## src/rtl/polyline_pkg.sv

```systemverilog
// Shared constants and types for the polyline parser.
// Assumes a 32-bit stream word split into two 16-bit coordinates.
package polyline_pkg;
    localparam int WORD_W  = 32;
    localparam int COORD_W = WORD_W / 2;
    localparam logic [WORD_W-1:0] END_MASK  = 32'hF000_F000;
    localparam logic [WORD_W-1:0] END_MATCH = 32'h5000_5000;

    typedef enum logic [1:0] {
        PS_IDLE  = 2'd0,
        PS_COLOR = 2'd1,
        PS_POS   = 2'd2
    } pstate_t;
endpackage

```

## src/rtl/pl_word_decode.sv

```systemverilog
// Splits a stream word into its possible meanings: end marker, coordinates, colour.
// Purely combinational; the sequencer decides which meaning applies.
module pl_word_decode
    import polyline_pkg::*;
#(
    parameter int COLOR_W = 24
) (
    input  logic [WORD_W-1:0]  word,
    output logic               is_end,
    output logic [COORD_W-1:0] pos_x,
    output logic [COORD_W-1:0] pos_y,
    output logic [COLOR_W-1:0] color
);
    // Classify and slice the word.
    always_comb begin
        is_end = (word & END_MASK) == END_MATCH;
        pos_x  = word[COORD_W-1:0];
        pos_y  = word[WORD_W-1:COORD_W];
        color  = word[COLOR_W-1:0];
    end
endmodule

```

## src/rtl/pl_seq.sv

```systemverilog
// Vertex-slot sequencer: tracks which word of a slot is expected, counts
// vertices, honours the end marker only once MIN_VERTS vertices are in.
// Assumes seg_busy is high for as long as a segment request is pending.
module pl_seq
    import polyline_pkg::*;
#(
    parameter int MIN_VERTS = 2
) (
    input  logic clk,
    input  logic rst_n,
    input  logic cmd_start,
    input  logic cmd_gouraud,
    input  logic in_valid,
    input  logic is_end,
    input  logic seg_busy,
    output logic in_ready,
    output logic list_open,
    output logic take_color,
    output logic take_pos,
    output logic have_prev
);
    localparam int CNT_W = $clog2(MIN_VERTS + 1);

    pstate_t          state_q, state_d;
    logic [CNT_W-1:0] cnt_q;
    logic             gouraud_q;
    logic             accept;
    logic             enough;

    // Handshake and slot decisions.
    always_comb begin
        in_ready   = (state_q != PS_IDLE) && !seg_busy;
        accept     = in_valid && in_ready;
        enough     = cnt_q >= CNT_W'(MIN_VERTS);
        list_open  = (state_q == PS_IDLE) && cmd_start;
        have_prev  = cnt_q != '0;
        take_color = 1'b0;
        take_pos   = 1'b0;
        state_d    = state_q;
        case (state_q)
            PS_IDLE: if (cmd_start) state_d = cmd_gouraud ? PS_COLOR : PS_POS;
            PS_COLOR: if (accept) begin
                if (is_end && enough) state_d = PS_IDLE;
                else begin
                    take_color = 1'b1;
                    state_d    = PS_POS;
                end
            end
            PS_POS: if (accept) begin
                if (!gouraud_q && is_end && enough) state_d = PS_IDLE;
                else begin
                    take_pos = 1'b1;
                    state_d  = gouraud_q ? PS_COLOR : PS_POS;
                end
            end
            default: state_d = PS_IDLE;
        endcase
    end

    // State, shading kind and saturating vertex count.
    always_ff @(posedge clk) begin
        if (!rst_n) begin
            state_q   <= PS_IDLE;
            cnt_q     <= '0;
            gouraud_q <= 1'b0;
        end else begin
            state_q <= state_d;
            if (list_open) begin
                cnt_q     <= '0;
                gouraud_q <= cmd_gouraud;
            end else if (take_pos && !enough) begin
                cnt_q <= cnt_q + 1'b1;
            end
        end
    end
endmodule

```

## src/rtl/pl_seg_out.sv

```systemverilog
// Holds the previous vertex and current colour and issues the segment request.
// Assumes take_pos only arrives while no request is pending.
module pl_seg_out
    import polyline_pkg::*;
#(
    parameter int COLOR_W = 24
) (
    input  logic               clk,
    input  logic               rst_n,
    input  logic               list_open,
    input  logic [COLOR_W-1:0] cmd_color,
    input  logic               take_color,
    input  logic               take_pos,
    input  logic               have_prev,
    input  logic [COORD_W-1:0] new_x,
    input  logic [COORD_W-1:0] new_y,
    input  logic [COLOR_W-1:0] new_color,
    input  logic               seg_ready,
    output logic               seg_valid,
    output logic [COORD_W-1:0] seg_x0,
    output logic [COORD_W-1:0] seg_y0,
    output logic [COORD_W-1:0] seg_x1,
    output logic [COORD_W-1:0] seg_y1,
    output logic [COLOR_W-1:0] seg_c0,
    output logic [COLOR_W-1:0] seg_c1,
    output logic               seg_point
);
    logic [COLOR_W-1:0] cur_c_q, prev_c_q;
    logic [COORD_W-1:0] prev_x_q, prev_y_q;
    logic               same;

    // Zero-length test between the stored and the incoming vertex.
    always_comb same = (prev_x_q == new_x) && (prev_y_q == new_y);

    // Vertex memory: colour of the slot in progress and the last full vertex.
    always_ff @(posedge clk) begin
        if (!rst_n) begin
            cur_c_q  <= '0;
            prev_c_q <= '0;
            prev_x_q <= '0;
            prev_y_q <= '0;
        end else begin
            if (list_open)       cur_c_q <= cmd_color;
            else if (take_color) cur_c_q <= new_color;
            if (take_pos) begin
                prev_x_q <= new_x;
                prev_y_q <= new_y;
                prev_c_q <= cur_c_q;
            end
        end
    end

    // Segment request register, held until the rasterizer takes it.
    always_ff @(posedge clk) begin
        if (!rst_n) begin
            seg_valid <= 1'b0;
            seg_x0    <= '0;
            seg_y0    <= '0;
            seg_x1    <= '0;
            seg_y1    <= '0;
            seg_c0    <= '0;
            seg_c1    <= '0;
            seg_point <= 1'b0;
        end else if (take_pos && have_prev) begin
            seg_valid <= 1'b1;
            seg_x0    <= prev_x_q;
            seg_y0    <= prev_y_q;
            seg_x1    <= new_x;
            seg_y1    <= new_y;
            seg_c0    <= prev_c_q;
            seg_c1    <= same ? prev_c_q : cur_c_q;
            seg_point <= same;
        end else if (seg_ready) begin
            seg_valid <= 1'b0;
        end
    end
endmodule

```

## src/rtl/polyline_parser.sv

```systemverilog
// Polyline vertex stream parser top: decode, sequence, emit segments.
// Assumes the command decoder pulses cmd_start only between lists.
module polyline_parser
    import polyline_pkg::*;
#(
    parameter int COLOR_W   = 24,
    parameter int MIN_VERTS = 2
) (
    input  logic               clk,
    input  logic               rst_n,
    input  logic               cmd_start,
    input  logic               cmd_gouraud,
    input  logic [COLOR_W-1:0] cmd_color,
    input  logic [WORD_W-1:0]  in_data,
    input  logic               in_valid,
    output logic               in_ready,
    output logic               seg_valid,
    input  logic               seg_ready,
    output logic [COORD_W-1:0] seg_x0,
    output logic [COORD_W-1:0] seg_y0,
    output logic [COORD_W-1:0] seg_x1,
    output logic [COORD_W-1:0] seg_y1,
    output logic [COLOR_W-1:0] seg_c0,
    output logic [COLOR_W-1:0] seg_c1,
    output logic               seg_point
);
    logic               is_end, list_open, take_color, take_pos, have_prev;
    logic [COORD_W-1:0] dec_x, dec_y;
    logic [COLOR_W-1:0] dec_c;

    pl_word_decode #(.COLOR_W(COLOR_W)) u_dec (
        .word  (in_data),
        .is_end(is_end),
        .pos_x (dec_x),
        .pos_y (dec_y),
        .color (dec_c)
    );

    pl_seq #(.MIN_VERTS(MIN_VERTS)) u_seq (
        .clk        (clk),
        .rst_n      (rst_n),
        .cmd_start  (cmd_start),
        .cmd_gouraud(cmd_gouraud),
        .in_valid   (in_valid),
        .is_end     (is_end),
        .seg_busy   (seg_valid),
        .in_ready   (in_ready),
        .list_open  (list_open),
        .take_color (take_color),
        .take_pos   (take_pos),
        .have_prev  (have_prev)
    );

    pl_seg_out #(.COLOR_W(COLOR_W)) u_out (
        .clk       (clk),
        .rst_n     (rst_n),
        .list_open (list_open),
        .cmd_color (cmd_color),
        .take_color(take_color),
        .take_pos  (take_pos),
        .have_prev (have_prev),
        .new_x     (dec_x),
        .new_y     (dec_y),
        .new_color (dec_c),
        .seg_ready (seg_ready),
        .seg_valid (seg_valid),
        .seg_x0    (seg_x0),
        .seg_y0    (seg_y0),
        .seg_x1    (seg_x1),
        .seg_y1    (seg_y1),
        .seg_c0    (seg_c0),
        .seg_c1    (seg_c1),
        .seg_point (seg_point)
    );
endmodule

```

## config.mk

```make
export PLATFORM = sky130hd
export DESIGN_NAME = polyline_parser
export DESIGN_NICKNAME = d
export VERILOG_FILES = /design/src/rtl/polyline_pkg.sv /design/src/rtl/pl_word_decode.sv /design/src/rtl/pl_seq.sv /design/src/rtl/pl_seg_out.sv /design/src/rtl/polyline_parser.sv
export SDC_FILE = /design/constraint.sdc
export NUM_CORES = 1
export LEC_CHECK = 0
export ABC_AREA = 1
export ABC_CLOCK_PERIOD_IN_PS = 2950
export BUFFER_PORTS_ARGS = -buffer_cell sky130_fd_sc_hd__buf_2
export CAP_MARGIN = 10
export CORE_MARGIN = 8
export CORE_UTILIZATION = 40
export CTS_CLUSTER_DIAMETER = 30
export DETAILED_ROUTE_END_ITERATION = 10
export GPL_ROUTABILITY_DRIVEN = 1
export PLACE_DENSITY = 0.71
export SYNTH_ARGS = -nofsm -noshare
export SYNTH_HDL_FRONTEND = slang
export SYNTH_HIERARCHICAL = 1
export SYNTH_SLANG_ARGS = --single-unit
```

## constraint.sdc

```tcl
create_clock -name clk -period 2.95 [get_ports clk]
set_input_delay 0.1475 -clock clk [delete_from_list [all_inputs] [get_ports clk]]
set_output_delay 0.1475 -clock clk [all_outputs]
set_load 0.02 [all_outputs]
```

==> results.py, run 1 <==
metrics = {
    "yosys": {
        "syn_inst": 1232,
        "ys_seq_area_share_pct": 45.4,
        "yosysWarningCount": 6,
        "synth_seq_cells": 199,
        "postSynthAreaPerCell_um2": 7.12,
        "syn-num-nets": 1296,
        "synth_edf_count": 0,
        "yosysUniqueCellTypes": 25,
        "async_reset_ff_share_pct": 0,
        "ys.flop_type": "dfxtp_1",
        "syn_area_um2": 8770,
    },
    "timing": {
        "finalHoldViolCount": 0,
        "period_needed_ns": 2.36,
        "setup_slack_ns": 0.595,
        "setup_viol": 0,
        "worst_slew_pin_slew_ns": 0.680,
        "finalSetupTns_ns": 0,
        "skew_ns": 0.0111,
        "period_share_pct": 79.8,
        "rsz0062_at_grt": "false",
        "fmax_ghz": 0.425,
        "slew_viol_final": 0,
        "max_slew_margin_pct": 54.7,
    },
    "die": {
        "core_area_um2": 21700,
        "dieWidth_um": 164,
        "dieHeight_um": 164,
        "pin_count": 177,
        "dieArea_um2": 26900,
        "row_count": 54,
        "start_util_pct": 40.4,
    },
    "clocking": {
        "cts_tree": "yes",
        "clkLatencyLatePin_ns": 0.44,
        "numCtsBuffers": 17,
        "post_cts_buffers": 0,
        "cts_buffer_depth": 2,
        "clk_pin_slew_ns": 0.07,
        "htreeDepth": 4,
        "ctsHoldBuffers": 13,
        "clkSinkCount": 199,
        "clock-root-buffer": "clkbuf_16",
        "cts-resized-gates": 0,
    },
    "placed_design": {
        "port_buffers": 176,
        "dp_hpwl_mm": 17.8,
        "placed_area_um2": 9320,
        "gp_congestion": 0.848,
        "dp_worst_setup_slack_ns": 0.613,
    },
    "detailed_routing": {
        "ant_nets": 0,
        "first_pass_iters": 5,
        "drtIter0Drc": 679,
        "via_count": 7850,
        "drt_wl_total_mm": 25.1,
        "post_drt_wl_per_cell_um": 15.5,
        "drc": 0,
        "routed_via_density": 4.85,
    },
    "power": {
        "share_seq_of_total_power_pct": 46.8,
        "p_comb_share_pct": 18.9,
        "powerDensity_nw_per_um2": 657,
        "p_sw_share_pct": 31.9,
        "clock_power_share_pct": 34.3,
        "ir_drop_mv": 0.428,
        "p_int_mw": 4.49,
        "p_leak_nw": 4.55,
        "switching_power_mw": 2.10,
        "power.total_mw": 6.59,
    },
    "layout": {
        "fillers": 2239,
        "syn2layout_area_growth_pct": 14.2,
        "mostFrequentLayoutCell": "nand2_1",
        "finish.instance_area_um2": 10000,
        "layout.nets": 1388,
        "multi_input_area_um2": 3560,
        "register_area_um2": 3980,
        "drive_gt1_share_pct": 17.8,
        "final_cell_mix": "228 x nand2_1, 209 x nor2_1, 199 x dfxtp_1",
    },
    "global_routing": {
        "grt_pass1_wl_mm": 39.4,
        "grt-ovfl-total": 0,
        "first_global_vias": 7331,
        "grt_max_degree": 80,
        "antenna_found_initial": 3,
        "grt_usage_pct": 18.6,
    },
    "run_status": {
        "outcome": "completed",
    },
    "job": {
        "max_cap_viol_count": 0,
    },
    "setup_path": {
        "path_class": "flip-flop to flip-flop",
        "end_kind": "flip-flop",
        "crit_fanout": 40,
        "start_kind": "flip-flop",
        "crit_required_ns": 3.26,
        "arrival_ns": 2.66,
    },
    "hold_path": {
        "min-delay-path-class": "input pin to flip-flop",
    },
}
==> final cells by class <==
type	instances	area share, %
clock inverters	13	1.11
well taps	280	3.50
diodes	1	0.0250
repair buffers	202	11.2
clock buffers	19	4.52
inverters	114	4.30
multi-input cells	790	35.6
flip-flops and latches	199	39.8
==> sequential cells by signal, indices dropped and copies added (netlist names) <==
signal and cells:
u_seq/gouraud_q 1, u_out/seg_y0 16, u_out/seg_point 1, u_out/seg_c0 24
u_out/seg_x1 16, u_out/seg_valid 1, u_seq/cnt_q 2, u_out/prev_c_q 24
u_seq/state_q 2, u_out/seg_y1 16, u_out/prev_x_q 16, u_out/seg_x0 16
u_out/prev_y_q 16, u_out/cur_c_q 24, u_out/seg_c1 24
==> logic make-up after synthesis <==
group / synth area share (%)
xor gates and xnor gates: 1.90
adders and majority gates: 0.285
DFF: 45.4
buffers and inverters: 14.0
AOI/OAI and AO/OA: 14.8
and+or+nand+nor: 23.6
==> Yosys cell counts, types with 3 or more instances <==
| master | count | area [um2] |
|---|---|---|
| clkinv_1 | 3 | 11.3 |
| buf_2 | 13 | 65.1 |
| nand3_1 | 64 | 320 |
| a21oi_1 | 87 | 435 |
| clkbuf_1 | 45 | 169 |
| nor2_4 | 3 | 33.8 |
| buf_1 | 3 | 11.3 |
| nor2_2 | 4 | 25.0 |
| nand2_1 | 228 | 856 |
| nor2_1 | 210 | 788 |
| xnor2_1 | 19 | 166 |
| buf_6 | 7 | 78.8 |
| nand2_2 | 4 | 25.0 |
| clkbuf_8 | 3 | 41.3 |
| inv_1 | 109 | 409 |
| o211ai_1 | 11 | 82.6 |
| o21ai_0 | 155 | 776 |
| dfxtp_1 | 199 | 3980 |
| buf_4 | 56 | 420 |
==> power groups by stage <==
| stage | sequential [mW] | clock (mW) | combinational, mW |
|---|---|---|---|
| after floorplan | 3.14 | 0 | 0.922 |
| after detailed placement | 3.14 | 0 | 1.23 |
| after global routing | 3.12 | 2.42 | 1.41 |
| after global placement | 3.13 | 0 | 1.20 |
| after CTS | 3.08 | 2.32 | 1.25 |
| final | 3.08 | 2.26 | 1.25 |
==> final timing paths <==
check / start / endpoint / cells past startpoint / slack (ns)
hold reg to reg: u_out/cur_c_q[20] / u_out/prev_c_q[20] / 2 / 0.47
hold / removal: in_data[17] / u_out/prev_y_q[1] / 3 / 0.02
setup reg to reg: u_seq/cnt_q[0] / u_out/prev_x_q[10] / 10 / 0.59
setup / recovery: u_seq/cnt_q[0] / u_out/prev_x_q[10] / 10 / 0.59
==> worst max-delay path: stages (launching register included) <==
cell and delay [ns]:
dfxtp_1 0.34, inv_1 0.07, ha_1 0.22, nor2_2 0.16, nor2_1 0.10, nor2_4 0.13, buf_4 0.36, clkinv_1 0.25
buf_4 0.32, o21ai_0 0.20, a21oi_1 0.06
==> routing by layer <==
| metal | share of wire (%) | vias up | GRT usage [%] |
|---|---|---|---|
| li1 | - | 4022 | - |
| met1 | 44 | 3517 | 23.7 |
| met2 | 46 | 266 | 29.5 |
| met3 | 7.9 | 39 | 5.41 |
| met4 | 2.2 | 6 | 6.40 |
| met5 | 0.14 | - | 0 |
==> per-stage QoR <==
stage / hold slack (ns) / util [%] / cells
3_5_place_dp: 0.421 / 43.0 / 1572
5_1_grt: 0.00612 / 46.2 / 1617
3_3_place_gp: 0.401 / 43.0 / 1572
6_report: 0.0164 / 46.2 / 1618
4_1_cts: 0.00327 / 46.2 / 1617
2_1_floorplan: 0.279 / - / 1232
Power figures use the tool's default switching activity.
==> run 2: changes to the inputs <==
ABC_CLOCK_PERIOD_IN_PS = 2400   (was 2950)
clock period = 2.4 ns   (was 2.95 ns; I/O delays follow)
==> run 2 against run 1 <==
  * Cell area is 3.0% higher
  * Die area unchanged
  * Sequential power is 23% higher
  * First-iteration DRC count decreased by 18%
  * Fmax is 15% higher
  * Register-to-register slack lost 0.25 ns
  * Worst setup slack got worse by 0.25 ns
  * Utilization increased by 1.4 points
  * Sequential share of layout area decreased by 1.2 points
==> results.py, run 2 (synthesized netlist as in run 1, its figures left out) <==
metrics = {
    "setup_path": {
        "crit_fanout": 99,
        "arrival_ns": 2.42,
        "cpPeakStageDelay_ns": 0.33,
        "start_kind": "flip-flop",
        "crit_required_ns": 2.77,
        "cpMaxStageDelayCell": "dfxtp_1",
        "path_class": "flip-flop to flip-flop",
        "end_kind": "flip-flop",
        "cp_cell_sequence": "inv_1, ha_1, nor2_2, nor2_1, nor2_4, nand2_2, inv_4, buf_12, o21ai_0, a21oi_1",
    },
    "global_routing": {
        "grt_pass1_wl_mm": 40.1,
        "antenna_found_initial": 5,
        "grt_usage_pct": 19.0,
        "grt_max_degree": 154,
        "grt-ovfl-total": 0,
        "first_global_vias": 7489,
    },
    "detailed_routing": {
        "first_pass_iters": 5,
        "drc": 0,
        "drtIter0Drc": 560,
        "drt_wl_total_mm": 25.7,
        "ant_nets": 0,
        "via_count": 7911,
        "routed_via_density": 4.83,
        "post_drt_wl_per_cell_um": 15.7,
    },
    "clocking": {
        "clkSinkCount": 199,
        "cts_buffer_depth": 2,
        "post_cts_buffers": 0,
        "cts-resized-gates": 0,
        "ctsHoldBuffers": 30,
        "cts_tree": "yes",
        "clk_pin_slew_ns": 0.08,
        "clock-root-buffer": "clkbuf_16",
        "numCtsBuffers": 17,
        "htreeDepth": 4,
        "clkLatencyLatePin_ns": 0.43,
    },
    "timing": {
        "skew_ns": 0.00881,
        "slew_viol_final": 0,
        "max_slew_margin_pct": 36.6,
        "period_needed_ns": 2.06,
        "rsz0062_at_grt": "false",
        "fmax_ghz": 0.486,
        "finalSetupTns_ns": 0,
        "finalHoldViolCount": 0,
        "setup_viol": 0,
        "period_share_pct": 85.7,
        "worst_slew_pin_slew_ns": 0.945,
    },
    "die": {
        "core_area_um2": 21700,
        "dieArea_um2": 26900,
        "row_count": 54,
        "start_util_pct": 40.4,
        "dieHeight_um": 164,
        "dieWidth_um": 164,
        "pin_count": 177,
    },
    "power": {
        "p_leak_nw": 4.69,
        "ir_drop_mv": 0.398,
        "powerDensity_nw_per_um2": 826,
    },
    "layout": {
        "syn2layout_area_growth_pct": 17.7,
        "mostFrequentLayoutCell": "nand2_1",
        "layout.nets": 1405,
        "fillers": 2164,
        "final_cell_mix": "228 x nand2_1, 209 x nor2_1, 199 x dfxtp_1",
        "drive_gt1_share_pct": 17.6,
        "finish.instance_area_um2": 10300,
    },
    "placed_design": {
        "dp_hpwl_mm": 17.4,
        "gp_congestion": 0.879,
        "port_buffers": 176,
        "placed_area_um2": 9370,
    },
    "run_status": {
        "outcome": "completed",
    },
    "job": {
        "max_cap_viol_count": 0,
    },
    "hold_path": {
        "min-delay-path-class": "input pin to flip-flop",
    },
}
-- run 2: report_power, final --
part	switching (mW)	internal, mW	total (mW)
Clock	1.32	1.82	3.14
Sequential	0.187	3.60	3.79
Combinational	1.06	0.543	1.60
-- run 2: critical path: cells and delay by family, from the launching register on --
kind / cells / cell delay [ns]
buf+inv: 3 / 0.47
flops: 1 / 0.33
fa+ha+maj: 1 / 0.22
simple gates: 4 / 0.53
compound gates: 2 / 0.29
-- run 2: path summary, 6_finish.rpt --
| kind | startpoint | to | slack [ns] | depth (start not counted) |
|---|---|---|---|---|
| worst max register to register | u_seq/cnt_q[0] | u_out/seg_y0[14] | 0.34 | 10 |
| worst min-delay path | cmd_color[21] | u_out/cur_c_q[21] | 0.01 | 5 |
| worst min register to register | u_out/cur_c_q[13] | u_out/prev_c_q[13] | 0.47 | 2 |
| worst max-delay path | u_seq/cnt_q[0] | u_out/seg_y0[14] | 0.34 | 10 |
-- run 2: final cells by class --
cell class	instances	area (um2)	share of cell area [%]
clock inverter	13	190	1.84
clock buffer	19	453	4.39
timing repair buffer	219	1340	13.0
antenna	3	7.51	0.0727
multi-input combinational	790	3560	34.5
inverter	114	430	4.17
sequential	199	3980	38.6
tap	280	350	3.39
-- run 2: layer usage --
layer,track usage [%],up-vias,routed length [um]
met3,4.81,36,1640
li1,-,4056,-
met4,6.61,4,464
met5,0,-,25
met1,24.3,3600,11600
met2,30.5,215,11900
-- run 2: stage by stage --
stage | power (mW) | setup WS, ns | hold WS [ns] | std cells | util (%)
final | 8.53 | 0.343 | 0.0134 | 1637 | 47.6
after global routing | 8.98 | 0.123 | 0.0246 | 1637 | 47.6
after CTS | 8.58 | 0.377 | 0.000785 | 1634 | 47.6
after detailed placement | 5.40 | 0.394 | 0.369 | 1572 | 43.2
after global placement | 5.37 | 0.458 | 0.379 | 1572 | 43.2
after floorplan | 4.99 | 0.480 | 0.252 | 1232 | -
